File: src/rtl/i2crec_pkg.sv
package i2crec_pkg;

    typedef enum logic [2:0] {
        ST_IDLE,
        ST_CHECK,
        ST_SETTLE,
        ST_HOLD_START,
        ST_HOLD_STOP
    } state_e;

    // Whole cycles in a microsecond interval at the given clock rate.
    function automatic int unsigned us_to_cycles(int unsigned hz, int unsigned us);
        return (hz / 1000) * us / 1000;
    endfunction

endpackage

File: src/rtl/i2crec_sync.sv
module i2crec_sync #(
    parameter int W      = 2,
    parameter int STAGES = 2
) (
    input  logic         clk_i,
    input  logic         rst_ni,
    input  logic [W-1:0] d_i,
    output logic [W-1:0] q_o
);
    // Lines idle high, so the chain resets to ones.
    logic [W-1:0] stg_q [STAGES];

    for (genvar g = 0; g < STAGES; g++) begin : g_stage
        if (g == 0) begin : g_first
            always_ff @(posedge clk_i or negedge rst_ni) begin
                if (!rst_ni) stg_q[g] <= '1;
                else         stg_q[g] <= d_i;
            end
        end else begin : g_next
            always_ff @(posedge clk_i or negedge rst_ni) begin
                if (!rst_ni) stg_q[g] <= '1;
                else         stg_q[g] <= stg_q[g-1];
            end
        end
    end

    assign q_o = stg_q[STAGES-1];
endmodule

File: src/rtl/i2crec_timer.sv
module i2crec_timer #(
    parameter int W = 14
) (
    input  logic         clk_i,
    input  logic         rst_ni,
    input  logic         load_i,
    input  logic [W-1:0] load_val_i,
    output logic         expired_o
);
    logic [W-1:0] cnt_d, cnt_q;

    always_comb begin
        cnt_d = cnt_q;
        if (load_i)             cnt_d = load_val_i;
        else if (cnt_q != '0)   cnt_d = cnt_q - W'(1);
    end

    always_ff @(posedge clk_i or negedge rst_ni) begin
        if (!rst_ni) cnt_q <= '0;
        else         cnt_q <= cnt_d;
    end

    assign expired_o = (cnt_q == '0);

    AST_TMR_NO_WRAP: assert property (@(posedge clk_i) disable iff (!rst_ni)
        (!load_i && cnt_q == '0) |=> (cnt_q == '0));

    AST_TMR_COUNTS_DOWN: assert property (@(posedge clk_i) disable iff (!rst_ni)
        (!load_i && cnt_q != '0) |=> (cnt_q == $past(cnt_q) - W'(1)));
endmodule

File: src/rtl/i2c_bus_recovery.sv
module i2c_bus_recovery
    import i2crec_pkg::*;
#(
    parameter int unsigned CLK_HZ      = 50_000_000,
    parameter int unsigned SETTLE_US   = 20,
    parameter int unsigned IDLE_US     = 200,
    parameter int unsigned MAX_PULSES  = 28,
    parameter int unsigned SYNC_STAGES = 2
) (
    input  logic       clk_i,
    input  logic       rst_ni,
    input  logic       recover_i,
    input  logic [6:0] addr_i,
    input  logic       scl_sense_i,
    input  logic       sda_sense_i,
    output logic       scl_pulse_o,
    output logic       start_req_o,
    output logic       stop_req_o,
    output logic [7:0] addr_byte_o,
    output logic       ctrl_reset_o,
    output logic       done_o,
    output logic       success_o,
    output logic       fail_o
);
    localparam int unsigned SETTLE_CYC = us_to_cycles(CLK_HZ, SETTLE_US);
    localparam int unsigned IDLE_CYC   = us_to_cycles(CLK_HZ, IDLE_US);
    localparam int unsigned LONGEST    = (IDLE_CYC > SETTLE_CYC) ? IDLE_CYC : SETTLE_CYC;
    localparam int TW = $clog2(LONGEST + 1);
    localparam int CW = $clog2(MAX_PULSES + 1);
    localparam logic [TW-1:0] SETTLE_LOAD = TW'(SETTLE_CYC - 1);
    localparam logic [TW-1:0] IDLE_LOAD   = TW'(IDLE_CYC - 1);
    localparam logic [CW-1:0] PULSE_LIM   = CW'(MAX_PULSES);

    typedef struct packed {
        state_e        state;
        logic [CW-1:0] npulse;
        logic [6:0]    addr;
        logic          scl_pulse;
        logic          start_req;
        logic          stop_req;
        logic          ctrl_rst;
        logic          done;
        logic          ok;
        logic          fail;
    } regs_t;

    regs_t d, q;

    logic [1:0]    lines_s;
    logic          scl_s, sda_s;
    logic          tmr_load;
    logic [TW-1:0] tmr_val;
    logic          tmr_exp;

    i2crec_sync #(.W(2), .STAGES(SYNC_STAGES)) u_sync (
        .clk_i  (clk_i),
        .rst_ni (rst_ni),
        .d_i    ({scl_sense_i, sda_sense_i}),
        .q_o    (lines_s)
    );
    assign scl_s = lines_s[1];
    assign sda_s = lines_s[0];

    i2crec_timer #(.W(TW)) u_timer (
        .clk_i      (clk_i),
        .rst_ni     (rst_ni),
        .load_i     (tmr_load),
        .load_val_i (tmr_val),
        .expired_o  (tmr_exp)
    );

    always_comb begin
        d           = q;
        d.scl_pulse = 1'b0;
        d.start_req = 1'b0;
        d.stop_req  = 1'b0;
        d.ctrl_rst  = 1'b0;
        d.done      = 1'b0;
        d.ok        = 1'b0;
        d.fail      = 1'b0;
        tmr_load    = 1'b0;
        tmr_val     = SETTLE_LOAD;

        case (q.state)
            ST_IDLE: begin
                if (recover_i) begin
                    d.addr   = addr_i;
                    d.npulse = '0;
                    d.state  = ST_CHECK;
                end
            end
            ST_CHECK: begin
                if (scl_s && sda_s) begin
                    d.done  = 1'b1;
                    d.state = ST_IDLE;
                end else begin
                    d.scl_pulse = 1'b1;
                    d.npulse    = CW'(1);
                    tmr_load    = 1'b1;
                    d.state     = ST_SETTLE;
                end
            end
            ST_SETTLE: begin
                if (tmr_exp) begin
                    if (sda_s) begin
                        d.start_req = 1'b1;
                        tmr_load    = 1'b1;
                        d.state     = ST_HOLD_START;
                    end else if (q.npulse >= PULSE_LIM) begin
                        d.ctrl_rst = 1'b1;
                        d.done     = 1'b1;
                        d.fail     = 1'b1;
                        d.state    = ST_IDLE;
                    end else begin
                        d.scl_pulse = 1'b1;
                        d.npulse    = q.npulse + CW'(1);
                        tmr_load    = 1'b1;
                    end
                end
            end
            ST_HOLD_START: begin
                if (tmr_exp) begin
                    d.stop_req = 1'b1;
                    tmr_load   = 1'b1;
                    tmr_val    = IDLE_LOAD;
                    d.state    = ST_HOLD_STOP;
                end
            end
            ST_HOLD_STOP: begin
                if (tmr_exp) begin
                    d.ctrl_rst = 1'b1;
                    d.done     = 1'b1;
                    d.ok       = 1'b1;
                    d.state    = ST_IDLE;
                end
            end
            default: d.state = ST_IDLE;
        endcase
    end

    always_ff @(posedge clk_i or negedge rst_ni) begin
        if (!rst_ni) q <= '{state: ST_IDLE, npulse: '0, addr: '0, default: 1'b0};
        else         q <= d;
    end

    assign scl_pulse_o  = q.scl_pulse;
    assign start_req_o  = q.start_req;
    assign stop_req_o   = q.stop_req;
    assign addr_byte_o  = {q.addr, 1'b0};
    assign ctrl_reset_o = q.ctrl_rst;
    assign done_o       = q.done;
    assign success_o    = q.ok;
    assign fail_o       = q.fail;

    AST_OK_FAIL_EXCL: assert property (@(posedge clk_i) disable iff (!rst_ni)
        !(success_o && fail_o));

    AST_FLAG_WITH_DONE: assert property (@(posedge clk_i) disable iff (!rst_ni)
        (success_o || fail_o) |-> done_o);

    AST_DONE_SINGLE: assert property (@(posedge clk_i) disable iff (!rst_ni)
        done_o |=> !done_o);

    AST_RST_WITH_DONE: assert property (@(posedge clk_i) disable iff (!rst_ni)
        ctrl_reset_o |-> (done_o && (success_o || fail_o)));

    AST_PULSE_BOUND: assert property (@(posedge clk_i) disable iff (!rst_ni)
        q.npulse <= PULSE_LIM);

    AST_ONE_CMD: assert property (@(posedge clk_i) disable iff (!rst_ni)
        $onehot0({scl_pulse_o, start_req_o, stop_req_o}));

    AST_ADDR_HELD: assert property (@(posedge clk_i) disable iff (!rst_ni)
        (q.state != ST_IDLE && d.state != ST_CHECK) |=> $stable(addr_byte_o));
endmodule

File: config.mk
export PLATFORM = sky130hd
export DESIGN_NAME = i2c_bus_recovery
export DESIGN_NICKNAME = d
export VERILOG_FILES = /design/src/rtl/i2crec_pkg.sv /design/src/rtl/i2crec_sync.sv /design/src/rtl/i2crec_timer.sv /design/src/rtl/i2c_bus_recovery.sv
export SDC_FILE = /design/constraint.sdc
export NUM_CORES = 1
export LEC_CHECK = 0
export BUFFER_PORTS_ARGS = -buffer_cell sky130_fd_sc_hd__buf_2
export CORE_ASPECT_RATIO = 1.5
export CORE_MARGIN = 3
export CORE_UTILIZATION = 34
export CTS_BUF_LIST = sky130_fd_sc_hd__clkbuf_8
export DETAILED_ROUTE_END_ITERATION = 8
export GPL_ROUTABILITY_DRIVEN = 0
export GPL_TIMING_DRIVEN = 0
export PLACE_DENSITY = 0.5
export SETUP_SLACK_MARGIN = 0.3
export SYNTH_ARGS = -nofsm -noshare
export SYNTH_HDL_FRONTEND = slang
export SYNTH_SLANG_ARGS = --single-unit
File: constraint.sdc
create_clock -name clk_i -period 3.6 [get_ports clk_i]
set_clock_uncertainty 0.15 [all_clocks]
set_input_delay 0.18 -clock clk_i [delete_from_list [all_inputs] [get_ports clk_i]]
set_output_delay 0.18 -clock clk_i [all_outputs]
set_load 0.01 [all_outputs]
# Yosys cells after proc, flatten, opt, wreduce, memory -nomap -nowiden
# Cells that the tools add are included.
# totals
romBits	0
inputBits	12
ff_bits	40
n_memories	0
latchBits	0
elab_cells	77
ramBits	0
# classes
div_mod_pow	0
muxes	40
magnitude_cmp	1
reduce_logical	9
addsub	2
n_eq_ne	12
bitwise	0
mul	0
n_shift	0
# op_table
operator	count
$mux 14	4
$mux 1	15
$mux 15	1
$mux 3	5
$mux 5	3
$pmux 3 s5	1
$pmux 5 s3	1
$logic_not 14->1	1
$ne 2x2->1 const B	7
$reduce_bool 14->1	1
$sub 14x1->14 const B	1
$mux 2	5
$mux 8	1
$eq 3x2->1 const B	2
$pmux 1 s3	2
$reduce_and 6->1	1
$add 5x1->5 const B	1
$ge 5x5->1 const B	1
$reduce_and 5->1	1
$pmux 1 s2	2
$eq 3x1->1 const B	1
$eq 3x3->1 const B	1
$logic_not 3->1	1
$ne 3x2->1 const B	1
4 further kinds	4

# Longest topological paths before layout
# Gate-level depths: netlist of the first run.
# logic_depth
ltp_word	6
ltp_mapped	9
depth_no_buf	6

# Cells and area by module
# A second synthesis of the first run with hierarchy kept.
# hier_totals
hier_cells	189
area_unflattened_um2	2103.3
# by_module_without_submodules
mod	area_per_inst_um2	seq_area_each_um2	cells_per_inst	instances
i2c_bus_recovery	1157.4	550.5	106	1
i2crec_timer	825.8	350.3	77	1
i2crec_sync	120.1	105.1	6	1

# Worst setup path after synthesis of the first run
# Ideal clock, no wire load.
# synth_path
kind	register -> register
start	reg u_timer.cnt_q[0]
end	reg q[17] (netlist name)
t_arrival_ns	2.403
setup_time_ns	0.079
stages_incl_launch_ff	10
path_buffers	3
required_time_ns	3.371
setup_slack_ns	0.967
cell_sequence	dfrtp_1 > inv_1 > ha_1 > or3b_2 > buf_2 > or4b_4 > buf_6 > buf_6 > a211oi_2 > mux2i_1
# synth_via
elab_chain_len	3
# synth_rtl
element	line	text
start: declaration	i2crec_timer.sv:10	logic [W-1:0] cnt_d, cnt_q;
start signal: assignment	i2crec_timer.sv:20	else cnt_q <= cnt_d;
$logic_not 14->1	i2crec_timer.sv:23	assign expired_o = (cnt_q == '0);
$ne 2x2->1 (no source line)	-	
$reduce_and 6->1 (no source line)	-	
end signal: assignment	i2c_bus_recovery.sv:142	if (!rst_ni) q <= '{state: ST_IDLE, npulse: '0, addr: '0, default: 1'b0};
end signal: assignment	i2c_bus_recovery.sv:143	else q <= d;
end: declaration	i2c_bus_recovery.sv:47	regs_t d, q;
# No other way between the ends.
# A chain may end at the register's enable or synchronous reset.

# Worst setup path after layout of the first run
# layout_path
start	reg u_timer.cnt_q[0]
end	reg u_timer.cnt_q[7]
# layout_via
elab_chain_len	4
# layout_rtl
element
parallel branches: the longest is 4 deep, another holds $sub 14x1->14
# Several ways; the timed one is not identified. The select of a mux whose other input is x is not followed.

==> flow_summary.yaml, run 1 <==
timing:
  grt_setup_unrepaired: "false"
  fin_crit_ps: 2870
  drv_slew: 0
  setup-tns-final_ps: 0
  fmax_mhz: 349
  timing.hold.ws_ps: 128
  setup_ws_ps: 732
  tightest_slew_ps: 918
  setup_viol: 0
  fin_crit_sh_pct: 79.7
  hold_viol_final: 0
  relSlewSlack_pct: 38.2
floorplan:
  fp.dieH_um: 101
  ios: 27
  die_w_um: 69.1
  die-area_um2: 6950
  rows: 33
  start_util_pct: 36.1
  core_area_um2: 5620
cells_and_area:
  area_delta_synth_final_pct: 20.3
  final_area_um2: 2440
  finalNonFillerCells: 304
  n_fill_cell: 566
  multi_input_area_um2: 882
  post-route-util_pct: 43.5
  final_common_cell: "dfrtp_1"
  finish.net_count: 248
  layout-drive-gt1-share_pct: 28.2
  diodes: 0
  regArea_um2: 1010
  final_cell_mix: "dfrtp_1, buf_2, nand2_1, a21oi_1"
setup_path:
  worstSetupEndpointType: "flop"
  reg2reg_from: "u_timer.cnt_q[0]"
  cp.required_ps: 3580
  startpoint_type: "flop"
  r2r_end: "u_timer.cnt_q[7]"
  worstRegToRegCells: 7
  crit_fanout: 7
  worst_ep_arrival_time_ps: 2840
  reg2reg_slack_ps: 730
  critical_path_class: "flop to flop"
placed_design:
  place_area_um2: 2240
  io_buffers: 25
  pre_cts_slack_ps: 771
  placed_cells: 286
  dp_hpwl_um: 3060
routing:
  num_vias: 1552
  dr.pass1.iters: 4
  ant_nets: 0
  vias_per_cell: 5.11
  wl_per_cell_um: 14.1
  drt-initial-drc-count: 71
  postRouteWirelength_um: 4280
  drc: 0
synth:
  synthesis.area_um2: 2030
  synth_top_area_share_pct: 44.4
  synth_area_per_cell_um2: 10.6
  ys_seq_elements: 40
  synth_cell_type_count: 55
  ys_seq_area_share_pct: 49.6
  yosysTopAreaCell: "dfrtp_1"
  synth-main-ff-cell: "dfrtp_1"
  syn-instance-count: 191
  yosysWarnings: 0
  synth_fp_nets: 206
  synth_edf_count: 0
  synth.area.top_cells: "dfrtp_1, dfstp_2, mux2_2"
  async_flop_share_pct: 100
clock_network:
  post_cts_buffers: 0
  ctsHoldBuffers: 10
  cts_tree: "built"
  cts_resized: 0
  cts_root_buf: "clkbuf_8"
  cts_sinks: 40
  cts.path.max_buffers: 2
  cts_max_level: 2
  clock_latency_ps: 290
  numCtsBuffers: 5
  path_clk_slew_ps: 80
global_routing:
  grt_usage_pct: 13.1
  overflow: 0
  grt_pass1_vias: 1526
  grt_pass1_wl_um: 7330
  grt_max_degree: 41
  antenna_found_initial: 0
power_and_ir_drop:
  seqPwrFrac_pct: 55.8
  clockPowerShare_pct: 39.0
  power.internal_mw: 0.653
  power.ir.vdd_worst_mv: 0.120
  swShare_pct: 20.9
  powerDensity_nw_per_um2: 338
  combPwrFrac_pct: 5.2
  p_sw_mw: 0.172
  p_total_mw: 0.825
  leakage_nw: 1.12
worst_hold_path:
  min_path_type: "input port to flop"
  min_from: "recover_i"
  worstHoldPathCells: 3
  whs_endpoint: "q[19]"
flow_run:
  max-cap-violations: 0
outcome:
  status: "finished, final reports clean"
==> synthesized netlist by cell type, types with 4 or more instances <==
master and instances:
a21oi_1 11, buf_4 8, dfstp_2 4, nor4_1 4, o21ai_0 10, nand3_1 8, dfrtp_1 36, mux2_2 7
clkbuf_1 4, or3_1 5, or4_1 4, inv_1 6, nor2_1 9, nand2_1 14
==> critical path, stage by stage, from the launching register on <==
cell      delay [ps]
dfrtp_1          390
inv_1             90
ha_1             230
or3b_2           450
buf_2            180
or2_2            340
nor4_1           660
o221ai_1         220
==> worst max path at each step <==
| stage | from | to | slack [ps] | cells after the start |
|---|---|---|---|---|
| 3_3_place_gp | u_timer.cnt_q[0] | u_timer.cnt_q[6] | 750 | 7 |
| 4_1_cts | u_timer.cnt_q[0] | u_timer.cnt_q[7] | 750 | 7 |
| 5_1_grt | u_timer.cnt_q[0] | u_timer.cnt_q[7] | 490 | 7 |
| 6_report | u_timer.cnt_q[0] | u_timer.cnt_q[7] | 730 | 7 |
| 2_1_floorplan | u_timer.cnt_q[0] | q[17] | 970 | 9 |
| 3_5_place_dp | u_timer.cnt_q[0] | u_timer.cnt_q[6] | 770 | 7 |
==> cell families after synthesis <==
family / Yosys count / share of synthesized area (%)
AOI/OAI and AO/OA: 45 / 15.0
xor gates and xnor gates: 3 / 1.29
adders and majority gates: 3 / 1.85
buffers and inverters: 23 / 6.97
DFF: 40 / 49.6
muxes: 10 / 5.36
other: 1 / 0.185
and+or+nand+nor: 66 / 19.7
==> power groups by stage <==
stage	registers (mW)	clock network (mW)	logic (mW)
final	0.460	0.322	0.0432
after global routing	0.461	0.356	0.0491
after CTS	0.460	0.335	0.0449
after detailed placement	0.469	0	0.0367
after global placement	0.468	0	0.0368
after floorplan	0.468	0	0.0161
==> state kept, by name, summed over array words and instances, names as in the netlist, 2 cells and up <==
signal and count:
u_sync.stg_q 2, u_timer.cnt_q 14, q 8, addr_byte_o 7, u_sync.q_o 2
==> metal layers <==
layer | track usage (%) | vias up | part of all wire, %
met5 | 0 | - | 0
met4 | 6.47 | 0 | 2.6
met3 | 2.59 | 12 | 2.4
met2 | 22.4 | 22 | 52
met1 | 15.5 | 754 | 43
li1 | - | 764 | -
==> area by class of cell <==
cell class	instances	share of cell area [%]
inverter	6	0.922
timing repair buffer	35	9.22
clock inverter	1	0.154
clock buffer	7	3.94
tap	70	3.59
sequential	40	41.2
buffer	17	4.87
multi-input combinational	128	36.1
No activity file was read; power rests on OpenSTA's default activity.
==> run 2, diff against run 1 <==
--- a/config.mk
+++ b/config.mk
@@ -5,6 +5,7 @@
 export SDC_FILE = /design/constraint.sdc
 export NUM_CORES = 1
 export LEC_CHECK = 0
+export ABC_AREA = 1
 export BUFFER_PORTS_ARGS = -buffer_cell sky130_fd_sc_hd__buf_2
 export CORE_ASPECT_RATIO = 1.5
 export CORE_MARGIN = 3
@@ -13,7 +14,7 @@
 export DETAILED_ROUTE_END_ITERATION = 8
 export GPL_ROUTABILITY_DRIVEN = 0
 export GPL_TIMING_DRIVEN = 0
-export PLACE_DENSITY = 0.5
+export PLACE_DENSITY = 0.51
 export SETUP_SLACK_MARGIN = 0.3
 export SYNTH_ARGS = -nofsm -noshare
 export SYNTH_HDL_FRONTEND = slang
==> constraint.sdc (replaced) <==
create_clock -name clk_i -period 2.53 [get_ports clk_i]
set_clock_uncertainty 0.15 [all_clocks]
set_input_delay 0.1265 -clock clk_i [delete_from_list [all_inputs] [get_ports clk_i]]
set_output_delay 0.1265 -clock clk_i [all_outputs]
set_load 0.01 [all_outputs]
==> run 2 against run 1 <==
Effect of this change: global-route usage grew 0.81 points; flip-flop and latch count is the same; worst setup slack lost 210 ps; combinational power grew to 24 times the previous value; first-iteration DRC count shrank 15%; routed wire length grew 4.4%.
==> flow_summary.yaml, run 2 <==
cells_and_area:
  final_common_cell: "nand2_1"
  finalNonFillerCells: 349
  largest-register: "u_timer.cnt_q"
  area_delta_synth_final_pct: 19.1
  final_area_um2: 2550
  regArea_um2: 1010
  n_fill_cell: 622
  diodes: 0
  layout-drive-gt1-share_pct: 33.9
  multi_input_area_um2: 957
  finish.net_count: 291
  final_cell_mix: "nand2_1, dfrtp_1, buf_2, inv_1, nor2_1"
  largest_register_ffs: 14
synth:
  synth_edf_count: 0
  synthTopCellsByCount: "nand2_1, dfrtp_1, inv_1"
  ys_seq_area_share_pct: 47.1
  synth_fp_nets: 249
  yosysTopAreaCell: "dfrtp_1"
  synth_top_area_share_pct: 42.2
  synth-main-ff-cell: "dfrtp_1"
  synth_area_per_cell_um2: 9.13
  ys_seq_elements: 40
  yosysWarnings: 0
  synth.area.top_cells: "dfrtp_1, nand2_1, dfstp_2"
  yosysMostFrequentCell: "nand2_1"
  synthesis.area_um2: 2140
  syn-instance-count: 234
  async_flop_share_pct: 100
  synth_cell_type_count: 33
worst_hold_path:
  whs_endpoint: "q[21]"
  worstHoldPathCells: 5
  min_path_type: "input port to flop"
  min_from: "recover_i"
global_routing:
  grt_pass1_wl_um: 7910
  antenna_found_initial: 0
  grt_max_degree: 41
  grt_usage_pct: 13.9
  overflow: 0
  grt_pass1_vias: 1776
floorplan:
  start_util_pct: 35.9
  fp.dieH_um: 103
  rows: 34
  die_w_um: 70.7
  die-area_um2: 7290
  core_area_um2: 5960
  ios: 27
timing:
  setup-tns-final_ps: 0
  grt_setup_unrepaired: "false"
  fmax_mhz: 497
  tightest_slew_ps: 897
  hold_viol_final: 0
  fin_crit_ps: 2010
  timing.hold.ws_ps: 130
  relSlewSlack_pct: 40.2
  fin_crit_sh_pct: 79.5
  drv_slew: 0
  setup_viol: 0
power_and_ir_drop:
  leakage_nw: 1.26
  powerDensity_nw_per_um2: 984
  power.ir.vdd_worst_mv: 0.392
setup_path:
  r2r_end: "u_timer.cnt_q[6]"
  startpoint: "u_timer.cnt_q[0]"
  reg2reg_from: "u_timer.cnt_q[0]"
  critical_path_class: "flop to flop"
  cp.required_ps: 2610
  worst_ep_arrival_time_ps: 2090
  worstPathCellList: "inv_1, ha_1, nand2_2, inv_2, nand2_4, nor2_8, nand3_2, nand2_4, nand2_2, nand3_1"
  worstSetupEndpointType: "flop"
  reg2reg_slack_ps: 520
  worstRegToRegCells: 10
  slowest_delay_ps: 430
  cpMaxStageDelayCell: "dfrtp_1"
  startpoint_type: "flop"
  crit_fanout: 7
routing:
  wl_per_cell_um: 12.8
  drt-initial-drc-count: 60
  postRouteWirelength_um: 4470
  num_vias: 1643
  drc: 0
  dr.pass1.iters: 4
  vias_per_cell: 4.71
  ant_nets: 0
clock_network:
  path_clk_slew_ps: 80
  cts_resized: 0
  cts_max_level: 2
  ctsHoldBuffers: 10
  cts_tree: "built"
  cts_sinks: 40
  numCtsBuffers: 5
  cts_root_buf: "clkbuf_8"
  clock_latency_ps: 290
  post_cts_buffers: 0
  cts.path.max_buffers: 2
placed_design:
  placed_cells: 331
  place_area_um2: 2350
  io_buffers: 25
  dp_hpwl_um: 3350
outcome:
  status: "finished, final reports clean"
flow_run:
  max-cap-violations: 0
## run 2: cell types whose count changed after synthesis, sizes merged, moves of 4 or more
cell / before / now
nand2: 14 / 49
inv: 6 / 29
nor2: 9 / 29
nand3: 8 / 21
a21oi: 11 / 6
nor3: 3 / 8
or3: 5 / 0
or4: 5 / 0
buf: 13 / 9
clkbuf: 4 / 0
nand4: 0 / 4
nor4: 4 / 0
xor2: 1 / 5
## run 2: worst max path at each step
stage	end
2_1_floorplan	q[17]
3_3_place_gp	u_timer.cnt_q[6]
3_5_place_dp	u_timer.cnt_q[2]
4_1_cts	u_timer.cnt_q[2]
5_1_grt	q[18]
6_report	u_timer.cnt_q[6]
## run 2: cell type report
| type | count | area share, % |
|---|---|---|
| multi-input combinational | 156 | 37.6 |
| inverter | 29 | 4.28 |
| buffer | 9 | 2.56 |
| clock buffer | 6 | 3.24 |
| sequential | 40 | 39.5 |
| clock inverter | 2 | 0.442 |
| tap | 72 | 3.54 |
| timing repair buffer | 35 | 8.85 |
## run 2: logic make-up after synthesis
group,Yosys count,share of synthesized area (%)
buf+inv,38,8.14
other cells,1,0.175
fa+ha+maj,3,1.76
simple gates,115,29.8
mux,7,3.69
compound gates,23,6.50
xor+xnor,7,2.87
flops,40,47.1
## run 2: report_power, final
| group | internal (mW) | leakage [nW] | switching (mW) |
|---|---|---|---|
| clock | 0.218 | 0.0486 | 0.233 |
| sequential | 0.834 | 0.491 | 0.178 |
| combinational | 0.448 | 0.722 | 0.595 |
| total | 1.50 | 1.26 | 1.01 |
## run 2: through the flow
| step | util [%] | setup WS [ps] | total power [mW] |
|---|---|---|---|
| floorplan | - | 814 | 1.81 |
| finish | 42.8 | 518 | 2.51 |
| CTS | 42.8 | 506 | 2.55 |
| global route | 42.8 | 340 | 2.73 |
| global placement | 39.5 | 522 | 2.06 |
| detailed placement | 39.5 | 526 | 2.07 |
## run 2: critical path: cells and delay by family, from the launching register on
family                     cells  cell delay (ps)
and+or+nand+nor                7              840
DFF                            1              430
adders and majority gates      1              310
buffers and inverters          2              210
## run 2: per-layer routing
metal  global-route usage (%)  up-vias  part of all wire, %
met5                        0        -                    0
met4                     7.67        0                  3.7
met3                     2.83       12                  2.8
met2                     26.2       24                   54
met1                     14.1      777                   39
li1                         -      830                    -
==> run 3, diff against run 2 <==
==> constraint.sdc (replaced) <==
create_clock -name clk_i -period 1.7 [get_ports clk_i]
set_clock_uncertainty 0.15 [all_clocks]
set_input_delay 0.085 -clock clk_i [delete_from_list [all_inputs] [get_ports clk_i]]
set_output_delay 0.085 -clock clk_i [all_outputs]
set_load 0.01 [all_outputs]
==> run 3 against run 2 <==
Effect of this change: critical path depth is the same; routed wire length grew 12%; die area is the same; final cell count grew 8.0%; clock-buffer cell count is the same; core utilization grew 8.2 points; global-route usage grew 1.5 points; sequential share of layout area shrank 6.3 points; first-iteration DRC count shrank 13%; hold slack lost 66 ps; via count grew 8.4%; critical endpoint is now u_timer.cnt_q[9]; largest power group unchanged; highest routed layer unchanged.
==> flow_summary.yaml, run 3 (synthesis gave the netlist of run 2 again) <==
floorplan:
  rows: 34
  fp.dieH_um: 103
  die-area_um2: 7290
  die_w_um: 70.7
  ios: 27
  core_area_um2: 5960
  start_util_pct: 35.9
timing:
  setup_ws_ps: 22.3
  fin_crit_sh_pct: 98.7
  fin_crit_ps: 1680
  grt_setup_unrepaired: "true"
  timing.hold.ws_ps: 63.7
  relSlewSlack_pct: 62.2
  setup_viol: 0
  tightest_slew_ps: 567
  fmax_mhz: 596
  hold_viol_final: 0
  drv_slew: 0
  setup-tns-final_ps: 0
global_routing:
  antenna_found_initial: 0
  grt_max_degree: 41
  grt_pass1_vias: 1899
  grt_pass1_wl_um: 8720
  grt_usage_pct: 15.3
  overflow: 0
clock_network:
  cts.path.max_buffers: 2
  cts_sinks: 40
  numCtsBuffers: 5
  path_clk_slew_ps: 80
  cts_root_buf: "clkbuf_8"
  clock_latency_ps: 290
  cts_tree: "built"
  cts_max_level: 2
power_and_ir_drop:
  leakage_nw: 1.46
  powerDensity_nw_per_um2: 1520
  power.ir.vdd_worst_mv: 0.593
setup_path:
  crit_fanout: 6
  slowest_delay_ps: 400
  cpMaxStageDelayCell: "dfrtp_1"
  reg2reg_from: "u_timer.cnt_q[0]"
  critical_path_class: "flop to flop"
  crit_buf_inv: 2
  startpoint_type: "flop"
  cp.required_ps: 1770
  crit_family: "simple AND/OR/NAND/NOR gates"
  reg2reg_slack_ps: 20
  worstRegToRegCells: 10
  worstPathCellList: "inv_2, ha_4, nand2_4, inv_4, nand2_8, nor2_8, nand3_4, nand2_8, nor2_4, nor2_2"
  r2r_end: "u_timer.cnt_q[9]"
  worstSetupEndpointType: "flop"
  cpMostUsedCell: "nand2_8"
  worst_ep_arrival_time_ps: 1750
flow_run:
  max-cap-violations: 0
worst_hold_path:
  whs_endpoint: "addr_byte_o[1]"
  worstHoldPathCells: 3
  min_from: "recover_i"
  min_path_type: "input port to flop"
routing:
  vias_per_cell: 4.72
  wl_per_cell_um: 13.3
  drc: 0
  drt-initial-drc-count: 52
  ant_nets: 0
  num_vias: 1781
  dr.pass1.iters: 4
  postRouteWirelength_um: 5020
cells_and_area:
  final_common_cell: "dfrtp_1"
  diodes: 0
  largest-register: "u_timer.cnt_q"
  layout-drive-gt1-share_pct: 52.5
  largest_register_ffs: 14
  finish.net_count: 319
  area_delta_synth_final_pct: 42.1
  regArea_um2: 1010
  final_area_um2: 3040
  final_cell_mix: "dfrtp_1, buf_4, nand2_1, buf_2, inv_1"
  post-route-util_pct: 51.0
  multi_input_area_um2: 1190
  n_fill_cell: 565
placed_design:
  place_area_um2: 2370
  io_buffers: 25
  dp_hpwl_um: 3340
  pre_cts_slack_ps: -132
outcome:
  status: "finished, final reports clean"
==> run 3: cell types whose count changed in the layout (fill, tap and decap cells not counted), moves of 3 or more <==
cell | before | now
nor3_2 | 2 | 5
nor2_4 | 3 | 10
nand2_2 | 6 | 11
nand3_2 | 3 | 9
nand2_1 | 40 | 30
nor2_1 | 17 | 9
buf_4 | 8 | 33
buf_6 | 0 | 3
nand3_1 | 16 | 9
nand2_8 | 0 | 3
inv_1 | 22 | 17
nor3_1 | 6 | 2
nand2_4 | 3 | 6
==> run 3: what timing repair did <==
| item | CTS | global route |
|---|---|---|
| buffers inserted | 19 | 8 |
| hold endpoints to repair | 45 | 0 |
| resized for setup | 32 | 28 |
| pin swaps | 14 | 10 |
| gates cloned | 1 | 0 |
| hold buffers | 10 | 0 |
| setup endpoints to repair | 36 | 36 |
==> run 3: cell type report <==
| cell class | count | area share, % |
|---|---|---|
| multi-input cells | 157 | 39.1 |
| flip-flops and latches | 40 | 33.2 |
| repair buffers | 62 | 14.4 |
| inverters | 29 | 3.91 |
| well taps | 72 | 2.97 |
| clock buffers | 6 | 2.72 |
| plain buffers | 9 | 2.35 |
| clock inverters | 2 | 1.28 |
==> run 3: worst reg2reg max path, delay by kind of cell (launching register included) <==
| family | cells | cell delay [ps] |
|---|---|---|
| buf+inv | 2 | 170 |
| simple gates | 7 | 730 |
| fa+ha+maj | 1 | 150 |
| flops | 1 | 400 |
==> run 3: through the flow <==
stage | instances | total power [mW]
floorplan | 234 | 2.74
finish | 377 | 4.63
detailed placement | 331 | 3.15
global route | 377 | 5.00
CTS | 369 | 4.39
global placement | 331 | 3.12
==> run 3: where the power goes <==
group,internal [mW],leakage (nW),switching (mW),total (mW)
clock network,0.480,0.0614,0.332,0.812
registers,1.24,0.489,0.277,1.52
logic,1.06,0.908,1.24,2.29
total,2.78,1.46,1.85,4.63
==> run 3: worst max-delay path by stage <==
| stage | slack (ps) | endpoint | from | depth (start not counted) |
|---|---|---|---|---|
| floorplan | 120 | q[18] | u_timer.cnt_q[0] | 11 |
| global placement | -130 | u_timer.cnt_q[6] | u_timer.cnt_q[0] | 10 |
| detailed placement | -130 | q[16] | u_timer.cnt_q[0] | 11 |
| CTS | 9 | q[16] | u_timer.cnt_q[0] | 11 |
| global route | -70 | u_timer.cnt_q[5] | u_timer.cnt_q[0] | 10 |
| finish | 20 | u_timer.cnt_q[9] | u_timer.cnt_q[0] | 10 |
==> run 3: layer usage <==
layer | wire length, um | GRT usage [%] | part of all wire, % | vias up
met3 | 120 | 2.73 | 2.4 | 7
li1 | - | - | - | 887
met2 | 2890 | 29.8 | 57 | 17
met5 | 0 | 0 | 0 | -
met1 | 1920 | 15.9 | 38 | 870
met4 | 98 | 6.51 | 2.0 | 0
